--- config.mk ---
export PLATFORM = sky130hd
export DESIGN_NAME = int_exec_unit
export DESIGN_NICKNAME = d
export VERILOG_FILES = /design/src/rtl/exec_pkg.sv /design/src/rtl/exec_ctrl.sv /design/src/rtl/exec_imm_ext.sv /design/src/rtl/exec_adder.sv /design/src/rtl/exec_logic.sv /design/src/rtl/exec_shifter.sv /design/src/rtl/int_exec_unit.sv
export SDC_FILE = /design/constraint.sdc
export NUM_CORES = 1
export LEC_CHECK = 0
export BUFFER_PORTS_ARGS = -buffer_cell sky130_fd_sc_hd__buf_2
export CORE_UTILIZATION = 59
export DETAILED_ROUTE_END_ITERATION = 10
export PLACE_DENSITY = 0.94
export SYNTH_ARGS = -nofsm -noshare
export SYNTH_HDL_FRONTEND = slang
export SYNTH_SLANG_ARGS = --single-unit
--- constraint.sdc ---
create_clock -name vclk -period 12.25
set_input_delay 0.6125 -clock vclk [all_inputs]
set_output_delay 0.6125 -clock vclk [all_outputs]
set_load 0.05 [all_outputs]
--- src/rtl/exec_pkg.sv ---
package exec_pkg;

  localparam int unsigned OP_W = 5;

  typedef enum logic [OP_W-1:0] {
    OP_ADD  = 5'd0,
    OP_SUB  = 5'd1,
    OP_ADDI = 5'd2,
    OP_AND  = 5'd3,
    OP_OR   = 5'd4,
    OP_XOR  = 5'd5,
    OP_NOR  = 5'd6,
    OP_ANDI = 5'd7,
    OP_ORI  = 5'd8,
    OP_XORI = 5'd9,
    OP_LUI  = 5'd10,
    OP_SLL  = 5'd11,
    OP_SRL  = 5'd12,
    OP_SRA  = 5'd13,
    OP_SLLV = 5'd14,
    OP_SRLV = 5'd15,
    OP_SRAV = 5'd16,
    OP_ADDR = 5'd17
  } exec_op_e;

  typedef enum logic [1:0] {
    SK_LEFT  = 2'd0,
    SK_RLOG  = 2'd1,
    SK_RARI  = 2'd2
  } shift_kind_e;

  typedef enum logic [1:0] {
    IMM_SIGN  = 2'd0,
    IMM_ZERO  = 2'd1,
    IMM_UPPER = 2'd2
  } imm_mode_e;

  typedef enum logic [1:0] {
    LF_AND = 2'd0,
    LF_OR  = 2'd1,
    LF_XOR = 2'd2,
    LF_NOR = 2'd3
  } logic_fn_e;

  typedef enum logic [2:0] {
    RS_ADDER = 3'd0,
    RS_LOGIC = 3'd1,
    RS_SHIFT = 3'd2,
    RS_IMM   = 3'd3,
    RS_NONE  = 3'd4
  } res_sel_e;

  typedef struct packed {
    res_sel_e    sel;
    logic        sub;
    logic        b_from_imm;
    imm_mode_e   imm_mode;
    logic_fn_e   lfn;
    shift_kind_e skind;
    logic        amt_from_reg;
    logic        bad_op;
  } exec_ctrl_t;

endpackage

--- src/rtl/exec_ctrl.sv ---
module exec_ctrl
  import exec_pkg::*;
(
  input  logic [OP_W-1:0] op_i,
  output exec_ctrl_t      ctrl_o
);

  always_comb begin
    ctrl_o              = '0;
    ctrl_o.sel          = RS_NONE;
    ctrl_o.imm_mode     = IMM_SIGN;
    ctrl_o.lfn          = LF_AND;
    ctrl_o.skind        = SK_LEFT;
    case (op_i)
      OP_ADD:  ctrl_o.sel = RS_ADDER;
      OP_SUB: begin
        ctrl_o.sel = RS_ADDER;
        ctrl_o.sub = 1'b1;
      end
      OP_ADDI, OP_ADDR: begin
        ctrl_o.sel        = RS_ADDER;
        ctrl_o.b_from_imm = 1'b1;
        ctrl_o.imm_mode   = IMM_SIGN;
      end
      OP_AND: begin ctrl_o.sel = RS_LOGIC; ctrl_o.lfn = LF_AND; end
      OP_OR:  begin ctrl_o.sel = RS_LOGIC; ctrl_o.lfn = LF_OR;  end
      OP_XOR: begin ctrl_o.sel = RS_LOGIC; ctrl_o.lfn = LF_XOR; end
      OP_NOR: begin ctrl_o.sel = RS_LOGIC; ctrl_o.lfn = LF_NOR; end
      OP_ANDI, OP_ORI, OP_XORI: begin
        ctrl_o.sel        = RS_LOGIC;
        ctrl_o.b_from_imm = 1'b1;
        ctrl_o.imm_mode   = IMM_ZERO;
        ctrl_o.lfn        = (op_i == OP_ANDI) ? LF_AND :
                            (op_i == OP_ORI)  ? LF_OR  : LF_XOR;
      end
      OP_LUI: begin
        ctrl_o.sel      = RS_IMM;
        ctrl_o.imm_mode = IMM_UPPER;
      end
      OP_SLL:  begin ctrl_o.sel = RS_SHIFT; ctrl_o.skind = SK_LEFT; end
      OP_SRL:  begin ctrl_o.sel = RS_SHIFT; ctrl_o.skind = SK_RLOG; end
      OP_SRA:  begin ctrl_o.sel = RS_SHIFT; ctrl_o.skind = SK_RARI; end
      OP_SLLV: begin
        ctrl_o.sel = RS_SHIFT; ctrl_o.skind = SK_LEFT; ctrl_o.amt_from_reg = 1'b1;
      end
      OP_SRLV: begin
        ctrl_o.sel = RS_SHIFT; ctrl_o.skind = SK_RLOG; ctrl_o.amt_from_reg = 1'b1;
      end
      OP_SRAV: begin
        ctrl_o.sel = RS_SHIFT; ctrl_o.skind = SK_RARI; ctrl_o.amt_from_reg = 1'b1;
      end
      default: begin
        ctrl_o.sel    = RS_NONE;
        ctrl_o.bad_op = 1'b1;
      end
    endcase
  end

endmodule

--- src/rtl/exec_imm_ext.sv ---
module exec_imm_ext
  import exec_pkg::*;
#(
  parameter int unsigned XLEN  = 32,
  parameter int unsigned IMM_W = 16
) (
  input  logic [IMM_W-1:0] imm_i,
  input  imm_mode_e        mode_i,
  output logic [XLEN-1:0]  ext_o
);

  localparam int unsigned PAD_W = XLEN - IMM_W;

  logic [XLEN-1:0] sign_ext;
  logic [XLEN-1:0] zero_ext;
  logic [XLEN-1:0] upper_ext;

  assign sign_ext  = {{PAD_W{imm_i[IMM_W-1]}}, imm_i};
  assign zero_ext  = {{PAD_W{1'b0}}, imm_i};
  assign upper_ext = {imm_i, {PAD_W{1'b0}}};

  always_comb begin
    case (mode_i)
      IMM_ZERO:  ext_o = zero_ext;
      IMM_UPPER: ext_o = upper_ext;
      default:   ext_o = sign_ext;
    endcase
  end

endmodule

--- src/rtl/exec_adder.sv ---
module exec_adder #(
  parameter int unsigned XLEN = 32
) (
  input  logic [XLEN-1:0] a_i,
  input  logic [XLEN-1:0] b_i,
  input  logic            sub_i,
  output logic [XLEN-1:0] sum_o
);

  logic [XLEN-1:0] b_eff;
  logic [XLEN-1:0] carry_in;

  assign b_eff    = sub_i ? ~b_i : b_i;
  assign carry_in = {{(XLEN-1){1'b0}}, sub_i};
  assign sum_o    = a_i + b_eff + carry_in;

endmodule

--- src/rtl/exec_logic.sv ---
module exec_logic
  import exec_pkg::*;
#(
  parameter int unsigned XLEN = 32
) (
  input  logic [XLEN-1:0] a_i,
  input  logic [XLEN-1:0] b_i,
  input  logic_fn_e       fn_i,
  output logic [XLEN-1:0] y_o
);

  always_comb begin
    case (fn_i)
      LF_OR:   y_o = a_i | b_i;
      LF_XOR:  y_o = a_i ^ b_i;
      LF_NOR:  y_o = ~(a_i | b_i);
      default: y_o = a_i & b_i;
    endcase
  end

endmodule

--- src/rtl/exec_shifter.sv ---
module exec_shifter
  import exec_pkg::*;
#(
  parameter int unsigned XLEN = 32
) (
  input  logic [XLEN-1:0]         a_i,
  input  logic [$clog2(XLEN)-1:0] amt_i,
  input  shift_kind_e             kind_i,
  output logic [XLEN-1:0]         y_o
);

  localparam int unsigned SHW = $clog2(XLEN);

  logic                       go_left;
  logic                       fill;
  logic [XLEN-1:0]            a_rev;
  logic [XLEN-1:0]            src;
  logic [XLEN-1:0]            res_rev;
  logic [SHW:0][XLEN-1:0]     stage;

  assign go_left = (kind_i == SK_LEFT);
  assign fill    = (kind_i == SK_RARI) & a_i[XLEN-1];

  // left shift reuses the right-shift network on bit-reversed data
  for (genvar i = 0; i < XLEN; i++) begin : g_rev
    assign a_rev[i]   = a_i[XLEN-1-i];
    assign res_rev[i] = stage[SHW][XLEN-1-i];
  end

  assign src      = go_left ? a_rev : a_i;
  assign stage[0] = src;

  for (genvar g = 0; g < SHW; g++) begin : g_stage
    localparam int unsigned STEP = 1 << g;
    assign stage[g+1] = amt_i[g] ?
                        {{STEP{fill}}, stage[g][XLEN-1:STEP]} :
                        stage[g];
  end

  assign y_o = go_left ? res_rev : stage[SHW];

endmodule

--- src/rtl/int_exec_unit.sv ---
module int_exec_unit
  import exec_pkg::*;
#(
  parameter int unsigned XLEN  = 32,
  parameter int unsigned IMM_W = 16
) (
  input  logic [OP_W-1:0]         op_i,
  input  logic [XLEN-1:0]         opa_i,
  input  logic [XLEN-1:0]         opb_i,
  input  logic [IMM_W-1:0]        imm_i,
  input  logic [$clog2(XLEN)-1:0] shamt_i,
  output logic [XLEN-1:0]         result_o,
  output logic                    illegal_o
);

  localparam int unsigned SHW = $clog2(XLEN);

  exec_ctrl_t        ctrl;
  logic [XLEN-1:0]   imm_ext;
  logic [XLEN-1:0]   b_sel;
  logic [XLEN-1:0]   add_y;
  logic [XLEN-1:0]   logic_y;
  logic [XLEN-1:0]   shift_y;
  logic [SHW-1:0]    shift_amt;

  exec_ctrl u_ctrl (
    .op_i   (op_i),
    .ctrl_o (ctrl)
  );

  exec_imm_ext #(.XLEN(XLEN), .IMM_W(IMM_W)) u_imm (
    .imm_i  (imm_i),
    .mode_i (ctrl.imm_mode),
    .ext_o  (imm_ext)
  );

  assign b_sel     = ctrl.b_from_imm ? imm_ext : opb_i;
  assign shift_amt = ctrl.amt_from_reg ? opb_i[SHW-1:0] : shamt_i;

  exec_adder #(.XLEN(XLEN)) u_add (
    .a_i   (opa_i),
    .b_i   (b_sel),
    .sub_i (ctrl.sub),
    .sum_o (add_y)
  );

  exec_logic #(.XLEN(XLEN)) u_logic (
    .a_i  (opa_i),
    .b_i  (b_sel),
    .fn_i (ctrl.lfn),
    .y_o  (logic_y)
  );

  exec_shifter #(.XLEN(XLEN)) u_shift (
    .a_i    (opa_i),
    .amt_i  (shift_amt),
    .kind_i (ctrl.skind),
    .y_o    (shift_y)
  );

  always_comb begin
    case (ctrl.sel)
      RS_ADDER: result_o = add_y;
      RS_LOGIC: result_o = logic_y;
      RS_SHIFT: result_o = shift_y;
      RS_IMM:   result_o = imm_ext;
      default:  result_o = '0;
    endcase
  end

  assign illegal_o = ctrl.bad_op;

endmodule

# Word level (Yosys, flattened, before mapping)
# Cells that the tools add are included.
dict set report word_totals {
  output_inout_bits 33
  register_bits 0
}
dict set report classes {
  addsub 2
  bitwise 6
  eq_ne 26
  muxes 23
  n_reduce_logical 12
}
# operator n
set op_table {}
lappend op_table {{$mux 32} 9}
lappend op_table {{$pmux 32 s4} 1}
lappend op_table {{$pmux 32 s3} 1}
lappend op_table {{$not 32->32} 2}
lappend op_table {{$pmux 32 s2} 1}
lappend op_table {{$eq 5x4->1 const B} 8}
lappend op_table {{$add 32x1->32} 1}
lappend op_table {{$add 32x32->32} 1}
lappend op_table {{$and 32x32->32} 1}
lappend op_table {{$or 32x32->32} 1}
lappend op_table {{$xor 32x32->32} 1}
lappend op_table {{$eq 5x3->1 const B} 4}
lappend op_table {{$reduce_or 18->1} 1}
lappend op_table {{$pmux 3 s4} 1}
lappend op_table {{$eq 5x2->1 const B} 2}
lappend op_table {{$eq 5x5->1 const B} 2}
lappend op_table {{$eq 2x2->1 const B} 4}
lappend op_table {{$pmux 2 s2} 2}
lappend op_table {{$pmux 2 s4} 1}
lappend op_table {{$reduce_or 7->1} 1}
lappend op_table {{$eq 3x2->1 const B} 2}
lappend op_table {{$reduce_or 3->1} 2}
lappend op_table {{$reduce_or 6->1} 1}
lappend op_table {{$eq 5x1->1 const B} 1}
lappend op_table {{12 further kinds} 18}

# Longest topological paths before layout
dict set report logic_depth {
  word_depth 12
  depth_mapped 24
  depth_no_buf 21
}

# Modules after synthesis
# A second synthesis with hierarchy kept.
dict set report hier_totals {
  hier_cells 1121
  hier_area_um2 9187.6
}
# module cells_each area_each_um2 n_inst
set modules_own_cells {}
lappend modules_own_cells {exec_shifter 357 2851.5 1}
lappend modules_own_cells {exec_adder 292 2145.8 1}
lappend modules_own_cells {exec_logic 235 2105.8 1}
lappend modules_own_cells {int_exec_unit 153 1482.7 1}
lappend modules_own_cells {exec_imm_ext 43 321.6 1}
lappend modules_own_cells {exec_ctrl 41 280.3 1}

# Least setup slack after synthesis
# No wires, ideal clock.
dict set report synth_timing {
  path_kind {in2out}
  from {in op_i[1]}
  to {out result_o[27]}
  t_required_ns 11.637
  t_arrival_ns 6.012
  cell_stages 23
  slack_ns 5.626
  cell_sequence {clkbuf_1 > nand2b_1 > or3_1 > clkbuf_1 > ha_1 > clkbuf_1 > or2_2 > buf_1 > clkbuf_1 > and3_1 > a21oi_1 > xnor2_1 > ha_1 > a21oi_1 > nand3_1 > a31o_2 > a211o_1 > o311ai_0 > a21oi_1 > o22ai_1 > o31ai_1 > or2_2 > a31oi_1}
}
dict set report synth_between {
  elab_chain_cells 12
  elab_cells_between_ends 67
  cone_classes {add/sub: 2; eq/ne: 26; mux: 22; bitwise: 6; reduce/logical: 11}
}
# item line_no
set synth_rtl {}
lappend synth_rtl {{start, declared} int_exec_unit.sv:7} ;# input logic [OP_W-1:0] op_i,
lappend synth_rtl {{branches (longest 11 deep; another with $add 32x32->32)} -}
lappend synth_rtl {{$pmux 32 s4 *} int_exec_unit.sv:62} ;# case (ctrl.sel)
lappend synth_rtl {{end, declared} int_exec_unit.sv:12} ;# output logic [XLEN-1:0] result_o,
# Every way passes the cells marked *.

# Worst setup path in the final report
dict set report layout_timing {
  from {in op_i[4]}
  to {out result_o[29]}
}
# The elaborated chain is that of the path after synthesis.

==> flow_summary.toml <==
[hold_path]
hold_start = "imm_i[14]"
hold_path_class = "in -> out"
whs_endpoint = "result_o[14]"
min_path_cells = 4

[floorplan]
die_w_microns = 117
num_rows = 41
die_y_microns = 117
io_pins = 123
design.core.area_sq_um = 12800
die-area_sq_um = 13800
start_util = 0.614

[placed_design]
portBuffers = 123
place.gp.congestion = 1.10
preCtsSetupSlack_ps = 5240
place_area_sq_um = 8470
dp_hpwl_mm = 26.4

[synth]
ys_seq_area_frac = 0
syn_area_sq_um = 7870
syn_inst = 1156
yosysWarningCount = 0
synth_top_area_frac = 0.164
syn_area_per_cell_sq_um = 6.81
synthTopCellsByArea = "ha_1 16%, mux2i_1 14%, a21oi_1 8.4%"
synth_nets = 1350
yosysTopAreaCell = "ha_1"
synth_cell_types = 73

[sta]
finalSetupViolCount = 0
hold_ws_ps = 1900
tightest_slew_ps = 1100
rsz0062_at_grt = "false"
report.final.hold_viol_count = 0
slew_headroom = 0.267
slew_viol_final = 0
fmax_mhz = 139
setup_tns_ps = 0
layout_setup_ws_ps = 5060
finalCritPeriodShare = 0.587
period_needed_ps = 7190

[critical_path]
cp_max_fo = 20
critPathLaunchType = "input pin"
path_cells = "buf_2 > nand2b_1 > or3_1 > ha_1 > or2_2 > and3_1 > a21oi_1 > xnor2_1 > ha_1 > a21oi_1 > nand2_1 > o311ai_0 > a21oi_1 > o21ai_0 > o21ai_0 > xnor2_1 > o211ai_1 > buf_2"
crit_type = "in -> out"
cpPeakStageDelay_ps = 790
crit_required_ps = 11640
arrival_ps = 6580
crit_top_cell = "a21oi_1"
cp_slowest_cell = "o311ai_0"
worstSetupEndpointType = "primary output"

[layout]
final_common_cell = "a21oi_1"
final-seq-area_sq_um = 0
layout-drive-gt1-share = 0.142
fillers = 1255
nFlopsAndLatches = 0
nets = 1406
area_growth_pct = 7.60
layout_common_cells = "131 x a21oi_1, 123 x buf_2, 111 x mux2i_1, 103 x ha_1, 99 x nand2_1"
clkbuf_count = 0
postLayoutCellArea_sq_um = 8470

[routing]
ant_nets = 0
via_count = 9805
drc = 0
wl_per_cell_microns = 24.5
drt-initial-drc-count = 1806
routed_via_density = 7.09
dr.pass1.iters = 6
routed_wl_mm = 33.9

[status]
status = "completed"

[grt]
grt.total_usage = 0.475
grt_pass1_vias = 8968
grt_pass1_wl_mm = 51.5
grt_max_degree = 59
antenna_found_initial = 3
grt_overflow = 0

[cts]
postCtsSetupBuffers = 0
cts_resized = 0
cts.hold.buffers_added = 0

[job]
drv_cap = 0
[how the worst max path moves through the flow]
stage            start            to  slack (ps)
2_1_floorplan  op_i[1]  result_o[27]        5630
3_3_place_gp   op_i[4]  result_o[27]        5330
3_5_place_dp   op_i[4]  result_o[29]        5240
4_1_cts        op_i[4]  result_o[29]        5220
5_1_grt        op_i[4]  result_o[29]        4850
6_report       op_i[4]  result_o[29]        5060
[cells by family (layout without fill, tap and decap cells)]
group,after synthesis,in the layout,synth area share
adders and majority gates,104,104,0.166
muxes,124,124,0.166
xor gates and xnor gates,63,63,0.0701
AOI/OAI and AO/OA,414,414,0.340
other,0,1,0
and+or+nand+nor,293,293,0.171
buffers and inverters,158,212,0.0865
[layer usage]
| layer | share of wire | wire (microns) | global-route usage |
|---|---|---|---|
| met5 | 0.00038 | 13 | 0 |
| met4 | 0.079 | 2670 | 0.315 |
| met3 | 0.13 | 4410 | 0.0785 |
| met2 | 0.41 | 14000 | 0.712 |
| met1 | 0.38 | 12800 | 0.624 |
[stage by stage]
| step | instances | util |
|---|---|---|
| global placement | 1382 | 0.660 |
| finish | 1383 | 0.660 |
| floorplan | 1156 | - |
| CTS | 1382 | 0.660 |
| global route | 1382 | 0.660 |
| detailed placement | 1382 | 0.660 |
[final cells by class]
class	count	area [sq um]	area share
Multi-Input combinational cell	998	7260	0.857
Timing Repair Buffer	135	706	0.0833
Inverter	77	289	0.0341
Tap cell	172	215	0.0254
Antenna cell	1	2.50	0.000296
[worst max-delay path: cells and delay by family]
family	cells	cell delay [ps]
fa+ha+maj	2	930
compound gates	7	2530
simple gates	5	1620
xor+xnor	2	320
buf+inv	2	550
[synthesized netlist by cell type (4+ instances only)]
library cell  instances
o21ai_1               8
or2_2                 6
mux2_2                6
nor2b_1               5
clkbuf_1             52
a211o_1               7
nand3_1              20
ha_1                103
a22oi_1               4
and3_1               21
mux2i_1             112
buf_2                12
a221oi_1             45
and2_1                4
nand2b_1              8
a211oi_1              6
a32oi_1               4
o21ai_0              87
o221ai_1              7
xor2_1               13
a21o_1               20
buf_6                 8
a31oi_1              13
o211ai_1             20
nand4_1               6
o22ai_1              16
nor3_1               19
a221o_1               7
inv_1                77
xnor2_1              50
buf_1                 5
nand2_1              99
a21oi_1             132
nor2_1               89
